--- config.mk ---
export PLATFORM = sky130hd
export DESIGN_NAME = fbus_write_capture
export DESIGN_NICKNAME = d
export VERILOG_FILES = /design/src/rtl/fbw_pkg.sv /design/src/rtl/fbw_sync.sv /design/src/rtl/fbw_deglitch.sv /design/src/rtl/fbw_idle.sv /design/src/rtl/fbw_write_fsm.sv /design/src/rtl/fbus_write_capture.sv
export SDC_FILE = /design/constraint.sdc
export NUM_CORES = 1
export LEC_CHECK = 0
export BUFFER_PORTS_ARGS = -buffer_cell sky130_fd_sc_hd__buf_2
export CORE_UTILIZATION = 40
export CTS_CLUSTER_SIZE = 24
export DETAILED_ROUTE_END_ITERATION = 12
export PLACE_DENSITY_LB_ADDON = 0.12
export SLEW_MARGIN = 15
export SYNTH_ARGS = -nofsm -noshare
export SYNTH_HDL_FRONTEND = slang
export SYNTH_HIERARCHICAL = 1
export SYNTH_SLANG_ARGS = --single-unit
--- constraint.sdc ---
create_clock -name clk -period 2.3 [get_ports clk]
set_clock_uncertainty 0.2 [all_clocks]
set_input_delay 0.345 -clock clk [delete_from_list [all_inputs] [get_ports clk]]
set_output_delay 0.345 -clock clk [all_outputs]
set_load 0.03 [all_outputs]
--- src/rtl/fbw_pkg.sv ---
// Shared types for the flash bus write capture block.
// Assumes: nothing beyond IEEE 1800-2017.
package fbw_pkg;
    // Classification of the filtered bus strobes in one sample cycle.
    typedef enum logic [1:0] {
        BUS_DESELECT = 2'd0,
        BUS_HIZ      = 2'd1,
        BUS_READ     = 2'd2,
        BUS_WRITE    = 2'd3
    } bus_state_e;

    // Index of each strobe within the control vector.
    localparam int CTL_CE = 2;
    localparam int CTL_WE = 1;
    localparam int CTL_OE = 0;
    localparam int CTL_W  = 3;
endpackage

--- src/rtl/fbw_sync.sv ---
// Multi-stage synchroniser for a vector of asynchronous pins.
// Assumes: multi-bit fields are quasi-static around the strobe edges that
// qualify them, so per-bit skew between stages is harmless.
module fbw_sync #(
    parameter int          W       = 8,
    parameter int          STAGES  = 2,
    parameter logic [W-1:0] RST_VAL = '0
) (
    input  logic         clk,
    input  logic         rst_n,
    input  logic [W-1:0] din,
    output logic [W-1:0] dout
);
    logic [W-1:0] stg [STAGES];

    // First stage samples the raw pins.
    always_ff @(posedge clk) begin
        if (!rst_n) stg[0] <= RST_VAL;
        else        stg[0] <= din;
    end

    for (genvar g = 1; g < STAGES; g++) begin : g_stage
        // Further stages settle metastability.
        always_ff @(posedge clk) begin
            if (!rst_n) stg[g] <= RST_VAL;
            else        stg[g] <= stg[g-1];
        end
    end

    assign dout = stg[STAGES-1];
endmodule

--- src/rtl/fbw_deglitch.sv ---
// Stability filter for one synchronised strobe: the output follows the input
// only after the input has differed from it for GLITCH_CYC consecutive
// samples. A clean edge therefore appears GLITCH_CYC cycles late.
// Assumes: GLITCH_CYC >= 2.
module fbw_deglitch #(
    parameter int   GLITCH_CYC = 3,
    parameter logic RST_VAL    = 1'b1
) (
    input  logic clk,
    input  logic rst_n,
    input  logic din,
    output logic dout
);
    localparam int CW = $clog2(GLITCH_CYC + 1);
    localparam logic [CW-1:0] LAST = CW'(GLITCH_CYC - 1);

    logic [CW-1:0] cnt;

    // Count consecutive disagreeing samples, flip the output on the last one.
    always_ff @(posedge clk) begin
        if (!rst_n) begin
            cnt  <= '0;
            dout <= RST_VAL;
        end else if (din == dout) begin
            cnt <= '0;
        end else if (cnt == LAST) begin
            cnt  <= '0;
            dout <= din;
        end else begin
            cnt <= cnt + 1'b1;
        end
    end
endmodule

--- src/rtl/fbw_idle.sv ---
// Inactivity timer: flags when the sampled pin vector has not changed for
// IDLE_CYC consecutive cycles; any change restarts the count.
// Assumes: the input is already synchronised.
module fbw_idle #(
    parameter int          W        = 30,
    parameter int          IDLE_CYC = 15,
    parameter logic [W-1:0] RST_VAL = '0
) (
    input  logic         clk,
    input  logic         rst_n,
    input  logic [W-1:0] pins,
    output logic         idle
);
    localparam int CW = $clog2(IDLE_CYC + 1);
    localparam logic [CW-1:0] LIMIT = CW'(IDLE_CYC);

    logic [W-1:0]  prev;
    logic [CW-1:0] cnt;

    // Remember last sample and run a saturating quiet-cycle counter.
    always_ff @(posedge clk) begin
        if (!rst_n) begin
            prev <= RST_VAL;
            cnt  <= '0;
        end else begin
            prev <= pins;
            if (pins != prev)     cnt <= '0;
            else if (cnt != LIMIT) cnt <= cnt + 1'b1;
        end
    end

    assign idle = (cnt == LIMIT);
endmodule

--- src/rtl/fbw_write_fsm.sv ---
// Write-cycle tracker. A cycle is open while filtered chip-enable and
// write-enable are both low. Address is captured as the cycle opens, data as
// it closes; a cycle that saw output-enable low is discarded. Address and
// data are delayed by DELAY cycles to match the strobe filter latency.
// Assumes: strobe inputs come from fbw_deglitch with GLITCH_CYC == DELAY.
module fbw_write_fsm #(
    parameter int AW    = 19,
    parameter int DW    = 8,
    parameter int DELAY = 3
) (
    input  logic          clk,
    input  logic          rst_n,
    input  logic          ce_n_f,
    input  logic          we_n_f,
    input  logic          oe_n_f,
    input  logic [AW-1:0] addr_s,
    input  logic [DW-1:0] data_s,
    output logic          wr_pulse,
    output logic [AW-1:0] wr_addr,
    output logic [DW-1:0] wr_data
);
    localparam int PW = AW + DW;

    logic [PW-1:0] pipe [DELAY];
    logic [AW-1:0] addr_d;
    logic [DW-1:0] data_d;
    logic          open_now;
    logic          open_q;
    logic          oe_seen;
    logic [AW-1:0] addr_q;

    // Head of the alignment delay line.
    always_ff @(posedge clk) begin
        if (!rst_n) pipe[0] <= '0;
        else        pipe[0] <= {addr_s, data_s};
    end

    for (genvar g = 1; g < DELAY; g++) begin : g_dly
        // Remaining alignment stages.
        always_ff @(posedge clk) begin
            if (!rst_n) pipe[g] <= '0;
            else        pipe[g] <= pipe[g-1];
        end
    end

    assign {addr_d, data_d} = pipe[DELAY-1];
    assign open_now = !ce_n_f && !we_n_f;

    // Track the write window, capture at its edges, emit the event.
    always_ff @(posedge clk) begin
        if (!rst_n) begin
            open_q   <= 1'b0;
            oe_seen  <= 1'b0;
            addr_q   <= '0;
            wr_pulse <= 1'b0;
            wr_addr  <= '0;
            wr_data  <= '0;
        end else begin
            wr_pulse <= 1'b0;
            open_q   <= open_now;
            if (open_now && !open_q) begin
                addr_q  <= addr_d;
                oe_seen <= !oe_n_f;
            end else if (open_now && !oe_n_f) begin
                oe_seen <= 1'b1;
            end
            if (!open_now && open_q && !oe_seen && oe_n_f) begin
                wr_pulse <= 1'b1;
                wr_addr  <= addr_q;
                wr_data  <= data_d;
            end
        end
    end
endmodule

--- src/rtl/fbus_write_capture.sv ---
// Top: synchronises and filters the asynchronous flash bus pins, extracts
// write events, classifies the bus state and reports bus inactivity.
// Assumes: clk is much faster than the bus cycle; GLITCH_CYC >= 2.
module fbus_write_capture #(
    parameter int AW         = 19,
    parameter int DW         = 8,
    parameter int SYNC_STG   = 2,
    parameter int GLITCH_CYC = 3,
    parameter int IDLE_CYC   = 15
) (
    input  logic          clk,
    input  logic          rst_n,
    input  logic          bus_ce_n,
    input  logic          bus_we_n,
    input  logic          bus_oe_n,
    input  logic [AW-1:0] bus_addr,
    input  logic [DW-1:0] bus_dq_in,
    output logic          wr_pulse,
    output logic [AW-1:0] wr_addr,
    output logic [DW-1:0] wr_data,
    output logic          dq_drive,
    output logic          out_disable,
    output logic          standby,
    output logic          auto_standby
);
    import fbw_pkg::*;

    localparam int VW = CTL_W + AW + DW;
    localparam logic [VW-1:0] VEC_RST = {{CTL_W{1'b1}}, {(AW + DW){1'b0}}};
    localparam logic [CTL_W-1:0] CTL_RST = '1;

    logic [VW-1:0]    vec_s;
    logic [CTL_W-1:0] ctl_s;
    logic [CTL_W-1:0] ctl_f;
    logic [AW-1:0]    addr_s;
    logic [DW-1:0]    data_s;
    bus_state_e       bstate;

    fbw_sync #(.W(VW), .STAGES(SYNC_STG), .RST_VAL(VEC_RST)) u_sync (
        .clk  (clk),
        .rst_n(rst_n),
        .din  ({bus_ce_n, bus_we_n, bus_oe_n, bus_addr, bus_dq_in}),
        .dout (vec_s)
    );

    assign {ctl_s, addr_s, data_s} = vec_s;

    for (genvar g = 0; g < CTL_W; g++) begin : g_flt
        fbw_deglitch #(.GLITCH_CYC(GLITCH_CYC), .RST_VAL(CTL_RST[g])) u_flt (
            .clk  (clk),
            .rst_n(rst_n),
            .din  (ctl_s[g]),
            .dout (ctl_f[g])
        );
    end

    fbw_write_fsm #(.AW(AW), .DW(DW), .DELAY(GLITCH_CYC)) u_wr (
        .clk     (clk),
        .rst_n   (rst_n),
        .ce_n_f  (ctl_f[CTL_CE]),
        .we_n_f  (ctl_f[CTL_WE]),
        .oe_n_f  (ctl_f[CTL_OE]),
        .addr_s  (addr_s),
        .data_s  (data_s),
        .wr_pulse(wr_pulse),
        .wr_addr (wr_addr),
        .wr_data (wr_data)
    );

    fbw_idle #(.W(VW), .IDLE_CYC(IDLE_CYC), .RST_VAL(VEC_RST)) u_idle (
        .clk  (clk),
        .rst_n(rst_n),
        .pins (vec_s),
        .idle (auto_standby)
    );

    // Classify the filtered strobes; chip-enable high overrides everything.
    always_comb begin
        if (ctl_f[CTL_CE])       bstate = BUS_DESELECT;
        else if (ctl_f[CTL_OE])  bstate = BUS_HIZ;
        else if (ctl_f[CTL_WE])  bstate = BUS_READ;
        else                     bstate = BUS_WRITE;
    end

    assign standby     = (bstate == BUS_DESELECT);
    assign out_disable = (bstate == BUS_HIZ);
    assign dq_drive    = (bstate == BUS_READ);
endmodule

# Word-level counts from Yosys, hierarchy flattened
# Memories as Yosys holds them, arrays and structs flattened.
# Cells that the tools add are included.
# word_totals
ff_bits,92
mem_bits_rw,141
inputBits,32
out_inout_bits,32
wordCells,74
mem_count,2
# op_classes
n_addsub,4
n_eq_ne,11
n_mux,13
bitwise_logic,9
n_reduce_logical,21
# mem_list
name,depth,word_bits,rd,rd_clocked_by_memory_dff,wr,line_no,source
u_wr.pipe,3,27,3,0,3,fbw_write_fsm.sv:24,logic [PW-1:0] pipe [DELAY];
u_sync.stg,2,30,2,0,2,fbw_sync.sv:14,logic [W-1:0] stg [STAGES];
# op_table
operator,n
$mux W27,3
$mux W30,2
$ne A30 B30 Y1,1
$reduce_or A3 Y1,3
$eq A2 B2 Y1 const B,4
$add A2 B1 Y2 const B,3
$logic_and A1 B1 Y1,6
$logic_not A1 Y1,6
$mux W1,6
$reduce_and A2 Y1,3
$or A1 B1 Y1,5
$add A4 B1 Y4 const B,1
$eq A4 B4 Y1 const B,1
$mux W2,2
$ne A4 B4 Y1 const B,1
$not A1 Y1,4
$eq A1 B1 Y1,3
$eq A2 B1 Y1 const B,1
$logic_not A2 Y1,1
$reduce_bool A2 Y1,1
$reduce_or A2 Y1,1

# Logic depth before layout (Yosys ltp)
# Gate-level depths: netlist of run 1.
# depth
depth_word,7
mapped_depth,5
mapped_depth_nobuf,4

# Modules after synthesis
# Netlist of run 1, hierarchy kept.
# modules_own_cells
module,instances,cells_per_inst,area_each_um2,seq_area_each_um2
fbw_write_fsm,1,380,4088.9,2602.5
fbw_sync,1,126,1606.5,1201.2
fbw_idle,1,125,1320.0,680.7
fbw_deglitch,3,10,116.4,60.1
fbus_write_capture,1,3,22.5,0.0

# Worst setup path after synthesis of run 1
# No wires, ideal clock.
# synth_path
path_type,flip-flop to flip-flop
start,register u_idle.cnt[0]
end,register u_idle.cnt[1]
setup_ps,121
t_arrival_ps,1326
required_ps,1979
slack_ps,653
stages_incl_launch_ff,6
n_path_buf,1
period_less_slack_ps,1647
path_cell_list,dfxtp_1 -> ha_1 -> and3_1 -> clkbuf_1 -> mux2i_1 -> nor4_1
# synth_via
elab_chain_len,1
word_cells_on_any_way,2
classes_between,add/sub (1); eq/ne (1)
# synth_lines
element,line_no,source
start: declaration,fbw_idle.sv:18,logic [CW-1:0] cnt;
start signal: assignment,fbw_idle.sv:28,else if (cnt != LIMIT) cnt <= cnt + 1'b1;
$add A4 B1 Y4 / $ne A4 B4 Y1 (equally long branches),fbw_idle.sv:28,
# Parallel ways exist; a longest one is shown, timed or not.
# A chain may end at the register's enable or synchronous reset.

# Worst setup path in the final report of run 1
# layout_path
start,register u_idle.cnt[0]
end,output port auto_standby
# layout_via
elab_chain_len,1
# layout_lines
element,line_no,source
$eq A4 B4 Y1,fbw_idle.sv:32,assign idle = (cnt == LIMIT);
end: declaration,fbus_write_capture.sv:24,output logic auto_standby
# No other way between the ends.

==> flow_metrics.tcl, run 1 <==
set metrics [dict create \
    path_cells "ha_1 -> and3_1 -> buf_2" \
    initial_core_util 0.410 \
    seq_area_frac_synth 0.631 \
    rows 49 \
    critical-path-max-stage-delay_ns 0.38 \
    grt_pass1_wl_um 17900 \
    wl_per_cell_um 11.3 \
    cp.required_ns 1.75 \
    clkPwrFrac 0.457 \
    ys.flop_type "dfxtp_1" \
    period_share 0.927 \
    synth_top_cell_by_area "dfxtp_1" \
    diodes 0 \
    top_level_ports 64 \
    intPower_uw 6510 \
    grt_use_total 0.118 \
    drc 0 \
    cp-start-kind "flop" \
    die_w_um 138 \
    grt.overflow.total 0 \
    synthArstFlopShare 0 \
    yosys-top-cells-area "dfxtp_1 (63%), and2_1 (14%), nand2_1 (4.8%)" \
    synth_most_common_cell "dfxtp_1" \
    cts_tree "built" \
    yosysWarnings 6 \
    clk_latency_ns 0.50 \
    clock.fmax_ghz 0.469 \
    drt-total-wl_um 11300 \
    switchingPower_uw 1600 \
    grt_max_degree 257 \
    slew_headroom 0.464 \
    cts_buffers 24 \
    leakage_uw 0.00362 \
    synth-edff-count 0 \
    cp.arrival_ns 1.59 \
    instances_no_fill 997 \
    end_kind "primary output" \
    clk_path_buf_depth 3 \
    synth_common_cells "dfxtp_1 (233), and2_1 (163), nand2_1 (95), mux2i_1 (31), xor2_1 (21)" \
    dp_cells 924 \
    portBuffers 63 \
    worst_pin_slew_ns 0.803 \
    power.density_nw_per_um2 910 \
    pwr-share-seq 0.513 \
    dieArea_um2 19000 \
    setup_violations 0 \
    syn-num-nets 700 \
    hold_viol 0 \
    drt_iter0_drc 190 \
    cpMaxStageDelayCell "dfxtp_1" \
    min_path_type "in -> reg" \
    path_buf_inv 1 \
    syn_area_per_cell_um2 11.1 \
    final.min_clock_period_ns 2.13 \
    p_comb_frac 0.030 \
    post-dp-hpwl_um 6800 \
    ant_nets 0 \
    status "completed" \
    syn_area_um2 7390 \
    viasPerCell 4.17 \
    coreArea_um2 18000 \
    n_fill_cell 1670 \
    totalPowerFinal_uw 8110 \
    cp_top_family "flip-flops" \
    setup.worst_path.class "reg -> out" \
    ys_ff_latch 233 \
    die_h_um 138 \
    clkSinkCount 233 \
    drv_cap 0 \
    rsz0062_at_grt "no" \
    slew_violations 0 \
    root_buffer "clkbuf_16" \
    antenna_found_initial 0 \
    cts.clk_slew.worst_paths_ns 0.06 \
    yosysTopAreaCellShare 0.631 \
    via_count 4160 \
    peakVddDrop_uv 469 \
    firstDrtPassIters 4 \
    syn_inst 664 \
    drive_gt1_frac 0.142 \
    switching_share 0.197 \
    final_nets 787 \
    gp_congestion 0.746 \
    tns_ns 0 \
    area_growth_syn_to_layout_pct 20.7 \
    path_max_fanout 4 \
    htreeDepth 1 \
    first_global_vias 3740 \
    ys_types 40 \
]
==> layout make-up <==
class	count	area (µm²)	share of cell area
Inverter	8	30.0	0.00337
Timing Repair Buffer	94	642	0.0720
Clock buffer	35	713	0.0800
Clock inverter	8	65.1	0.00730
Multi-Input combinational cell	390	2520	0.282
Tap cell	229	287	0.0321
Sequential cell	233	4660	0.523
==> power by group through the flow <==
stage | combinational [µW] | sequential, µW | clock (µW)
after CTS | 245 | 4160 | 3850
after floorplan | 148 | 4240 | 0
after global placement | 201 | 4250 | 0
final | 240 | 4160 | 3710
after detailed placement | 206 | 4250 | 0
after global routing | 268 | 4170 | 4010
==> through the flow <==
| step | util | hold slack (ns) | cell area [µm²] | setup WS (ns) |
|---|---|---|---|---|
| after floorplan | - | 0.186 | 7390 | 0.653 |
| after CTS | 0.495 | 0.0462 | 8920 | 0.136 |
| final | 0.495 | 0.0713 | 8920 | 0.168 |
| after detailed placement | 0.435 | 0.195 | 7840 | 0.444 |
| after global placement | 0.435 | 0.193 | 7840 | 0.554 |
| after global routing | 0.495 | 0.0571 | 8920 | 0.0822 |
==> registers in the layout (all words and copies together), names as in the netlist <==
signal            flops
g_flt.u_flt/dout      3
u_wr/wr_addr         19
u_wr/open_q           1
u_wr/pipe            81
g_flt.u_flt/cnt       6
u_idle/prev          30
u_idle/cnt            4
u_wr/wr_pulse         1
u_sync/stg           60
u_wr/wr_data          8
u_wr/addr_q          19
u_wr/oe_seen          1
==> kinds of logic after synthesis <==
kind of cell | after synthesis | share of synthesized area
AO/OA/AOI/OAI | 27 | 0.0296
XOR/XNOR | 29 | 0.0344
adder cells (fa/ha/maj) | 4 | 0.00678
buffers and inverters | 41 | 0.0279
flip-flops | 233 | 0.631
multiplexers | 32 | 0.0435
AND/OR/NAND/NOR | 298 | 0.226
==> metal layers <==
metal / wire [µm] / global-route usage / share of wire / vias up
li1: - / - / - / 2270
met1: 5920 / 0.166 / 0.52 / 1771
met2: 4480 / 0.172 / 0.40 / 92
met3: 567 / 0.0252 / 0.050 / 27
met4: 309 / 0.0519 / 0.027 / 0
met5: 0 / 0 / 0 / -
==> placed cells by master (no fill, tap or decap), types with 2 or more instances in the layout <==
cell type,netlist,layout
nor4_1,8,8
xnor2_1,8,8
buf_2,5,62
clkinv_2,0,7
nor2b_1,2,2
and2_1,163,163
ha_1,4,4
nand4_1,2,2
a21boi_1,4,4
clkbuf_1,20,5
dfxtp_1,233,233
nor3_1,2,2
clkbuf_16,0,25
inv_1,8,8
xor2_1,21,21
nand2_1,95,95
nand2b_1,9,9
nand3_1,2,2
clkbuf_8,0,5
nor4b_1,6,6
mux2i_1,31,31
a21boi_0,15,15
dlygate4sd3_1,0,30
==> worst paths after layout <==
check | depth (start not counted) | startpoint | slack (ns) | end
worst max-delay path | 3 | u_idle/cnt[0]$_SDFFE_PP0N_ | 0.17 | auto_standby
worst min-delay path | 4 | rst_n | 0.07 | u_idle/cnt[3]$_SDFFE_PP0N_
worst max register to register | 3 | g_flt[2].u_flt/dout$_SDFFE_PN1P_ | 0.42 | u_wr/addr_q[12]$_SDFFE_PN0P_
worst min register to register | 1 | u_sync/stg[0][27]$_SDFF_PN1_ | 0.21 | u_sync/stg[1][27]$_SDFF_PN1_
==> worst reg2reg max path, cell delays in order, from the launching register on <==
cell,delay (ns)
dfxtp_1,0.62
or3_1,0.63
nand2_1,0.14
a21boi_0,0.21
==> timing repair <==
item                       in CTS  in global routing
resized for setup               0                  0
setup buffers                   0                  0
setup endpoints to repair       0                  0
hold buffers                   30                  0
hold endpoints to repair       30                  0
No activity file was read; power rests on OpenSTA's default activity.
==> run 2: changes to the inputs <==
clock period = 2 ns   (was 2.3 ns; I/O delays follow)
==> run 2 against run 1 <==
- non-clock buffer count grew 7
- utilization up 0.69 points
- cell count up 0.60%
- register-to-register slack worse by 0.23 ns
- first-iteration DRC count decreased by 7.9%
- clock power is 22% higher
- sequential share of layout area decreased by 0.70 points
- power is 18% higher
- die area did not move
- count of clock-buffer cells in the layout down 1
==> flow_metrics.tcl, run 2 (synthesized netlist as in run 1, its figures left out) <==
set metrics [dict create \
    setup_violations 0 \
    post_cts_buffers 0 \
    grt_max_degree 167 \
    htreeDepth 1 \
    slew_headroom 0.570 \
    die_w_um 138 \
    viasPerCell 4.26 \
    drt-total-wl_um 11800 \
    tns_ns 0 \
    path_max_fanout 4 \
    initial_core_util 0.410 \
    largest_register_ffs 81 \
    drv_cap 0 \
    clk_latency_ns 0.50 \
    clock.fmax_ghz 0.520 \
    root_buffer "clkbuf_16" \
    power.density_nw_per_um2 1060 \
    final_common_cell "dfxtp_1" \
    cts_buffers 24 \
    cp.required_ns 1.50 \
    totalPowerFinal_uw 9590 \
    period_share 0.962 \
    end_kind "primary output" \
    cts.clk_slew.worst_paths_ns 0.06 \
    leakage_uw 0.00367 \
    top_regs "u_wr/pipe (81), u_sync/stg (60), u_idle/prev (30)" \
    cp.arrival_ns 1.42 \
    grt_pass1_wl_um 19700 \
    critical-path-max-stage-delay_ns 0.40 \
    rsz0062_at_grt "no" \
    dieArea_um2 19000 \
    hold_viol 0 \
    path_cells "ha_4 -> and3_4 -> buf_6" \
    n_fill_cell 1665 \
    clk_path_buf_depth 3 \
    slew_violations 0 \
    cpMaxStageDelayCell "dfxtp_1" \
    ant_nets 0 \
    cp-start-kind "flop" \
    final_cell_mix "dfxtp_1 (232), and2_1 (163), nand2_1 (95), buf_2 (61), mux2i_1 (31)" \
    portBuffers 63 \
    grt.overflow.total 0 \
    peakVddDrop_uv 638 \
    grt_use_total 0.129 \
    firstDrtPassIters 5 \
    final_nets 794 \
    wl_per_cell_um 11.7 \
    gp_congestion 0.711 \
    cts_tree "built" \
    final.min_clock_period_ns 1.92 \
    min_path_type "in -> reg" \
    die_h_um 138 \
    drive_gt1_frac 0.154 \
    diodes 0 \
    setup.worst_path.class "reg -> out" \
    post-dp-hpwl_um 7440 \
    antenna_found_initial 0 \
    first_global_vias 4258 \
    drt_iter0_drc 175 \
    via_count 4272 \
    coreArea_um2 18000 \
    area_growth_syn_to_layout_pct 22.4 \
    drc 0 \
    worst_pin_slew_ns 0.645 \
    clkSinkCount 233 \
    top_level_ports 64 \
    status "completed" \
    rows 49 \
    regMostFlops "u_wr/pipe" \
]
run 2: layer usage:
layer / track usage / wire, µm / up-vias
li1: - / - / 2287
met4: 0.0489 / 259 / 0
met3: 0.0267 / 519 / 23
met2: 0.204 / 4960 / 93
met1: 0.172 / 6020 / 1869
met5: 0 / 0 / -
run 2: final timing paths:
path,from,endpoint,slack [ns],depth (start not counted)
setup / recovery,u_idle/cnt[1]$_SDFFE_PP0N_,auto_standby,0.08,3
hold / removal,rst_n,u_idle/cnt[0]$_SDFFE_PP0N_,0.04,4
hold reg to reg,u_sync/stg[0][27]$_SDFF_PN1_,u_sync/stg[1][27]$_SDFF_PN1_,0.20,1
setup reg to reg,u_sync/stg[1][10]$_SDFF_PN0_,u_idle/cnt[1]$_SDFFE_PP0N_,0.19,4
run 2: area by class of cell:
cell class	instances	area (µm²)	share of cell area
clock inverters	8	115	0.0127
well taps	229	287	0.0317
repair buffers	101	701	0.0775
flip-flops and latches	233	4670	0.516
inverters	8	30.0	0.00332
clock buffers	34	709	0.0785
multi-input cells	390	2530	0.280
run 2: power by group:
group	switching (µW)	internal, µW
logic	128	153
registers	44.0	4750
clock network	1680	2840
run 2: stage by stage:
stage	hold WS, ns	std cells	setup WS [ns]	utilization	instance area [µm²]
floorplan	0.162	664	0.353	-	7390
global placement	0.192	931	0.290	0.438	7890
detailed placement	0.192	931	0.173	0.438	7890
CTS	0.0259	1003	0.0266	0.501	9030
global route	0.0266	1003	0.0101	0.502	9040
finish	0.0386	1003	0.0767	0.502	9040
run 2: what timing repair did:
| item | CTS | global route |
|---|---|---|
| setup endpoints to repair | 1 | 1 |
| cloned | 0 | 0 |
| gates resized for setup | 4 | 2 |
| endpoints found under the hold margin | 30 | 0 |
| pin swaps | 0 | 0 |
| hold buffers | 30 | 0 |
run 2: critical path: cells and delay by family (launching register included):
family	cells	cell delay, ns
flip-flops	1	0.40
AND/OR/NAND/NOR	1	0.22
adder cells (fa/ha/maj)	1	0.17
buffers and inverters	1	0.14
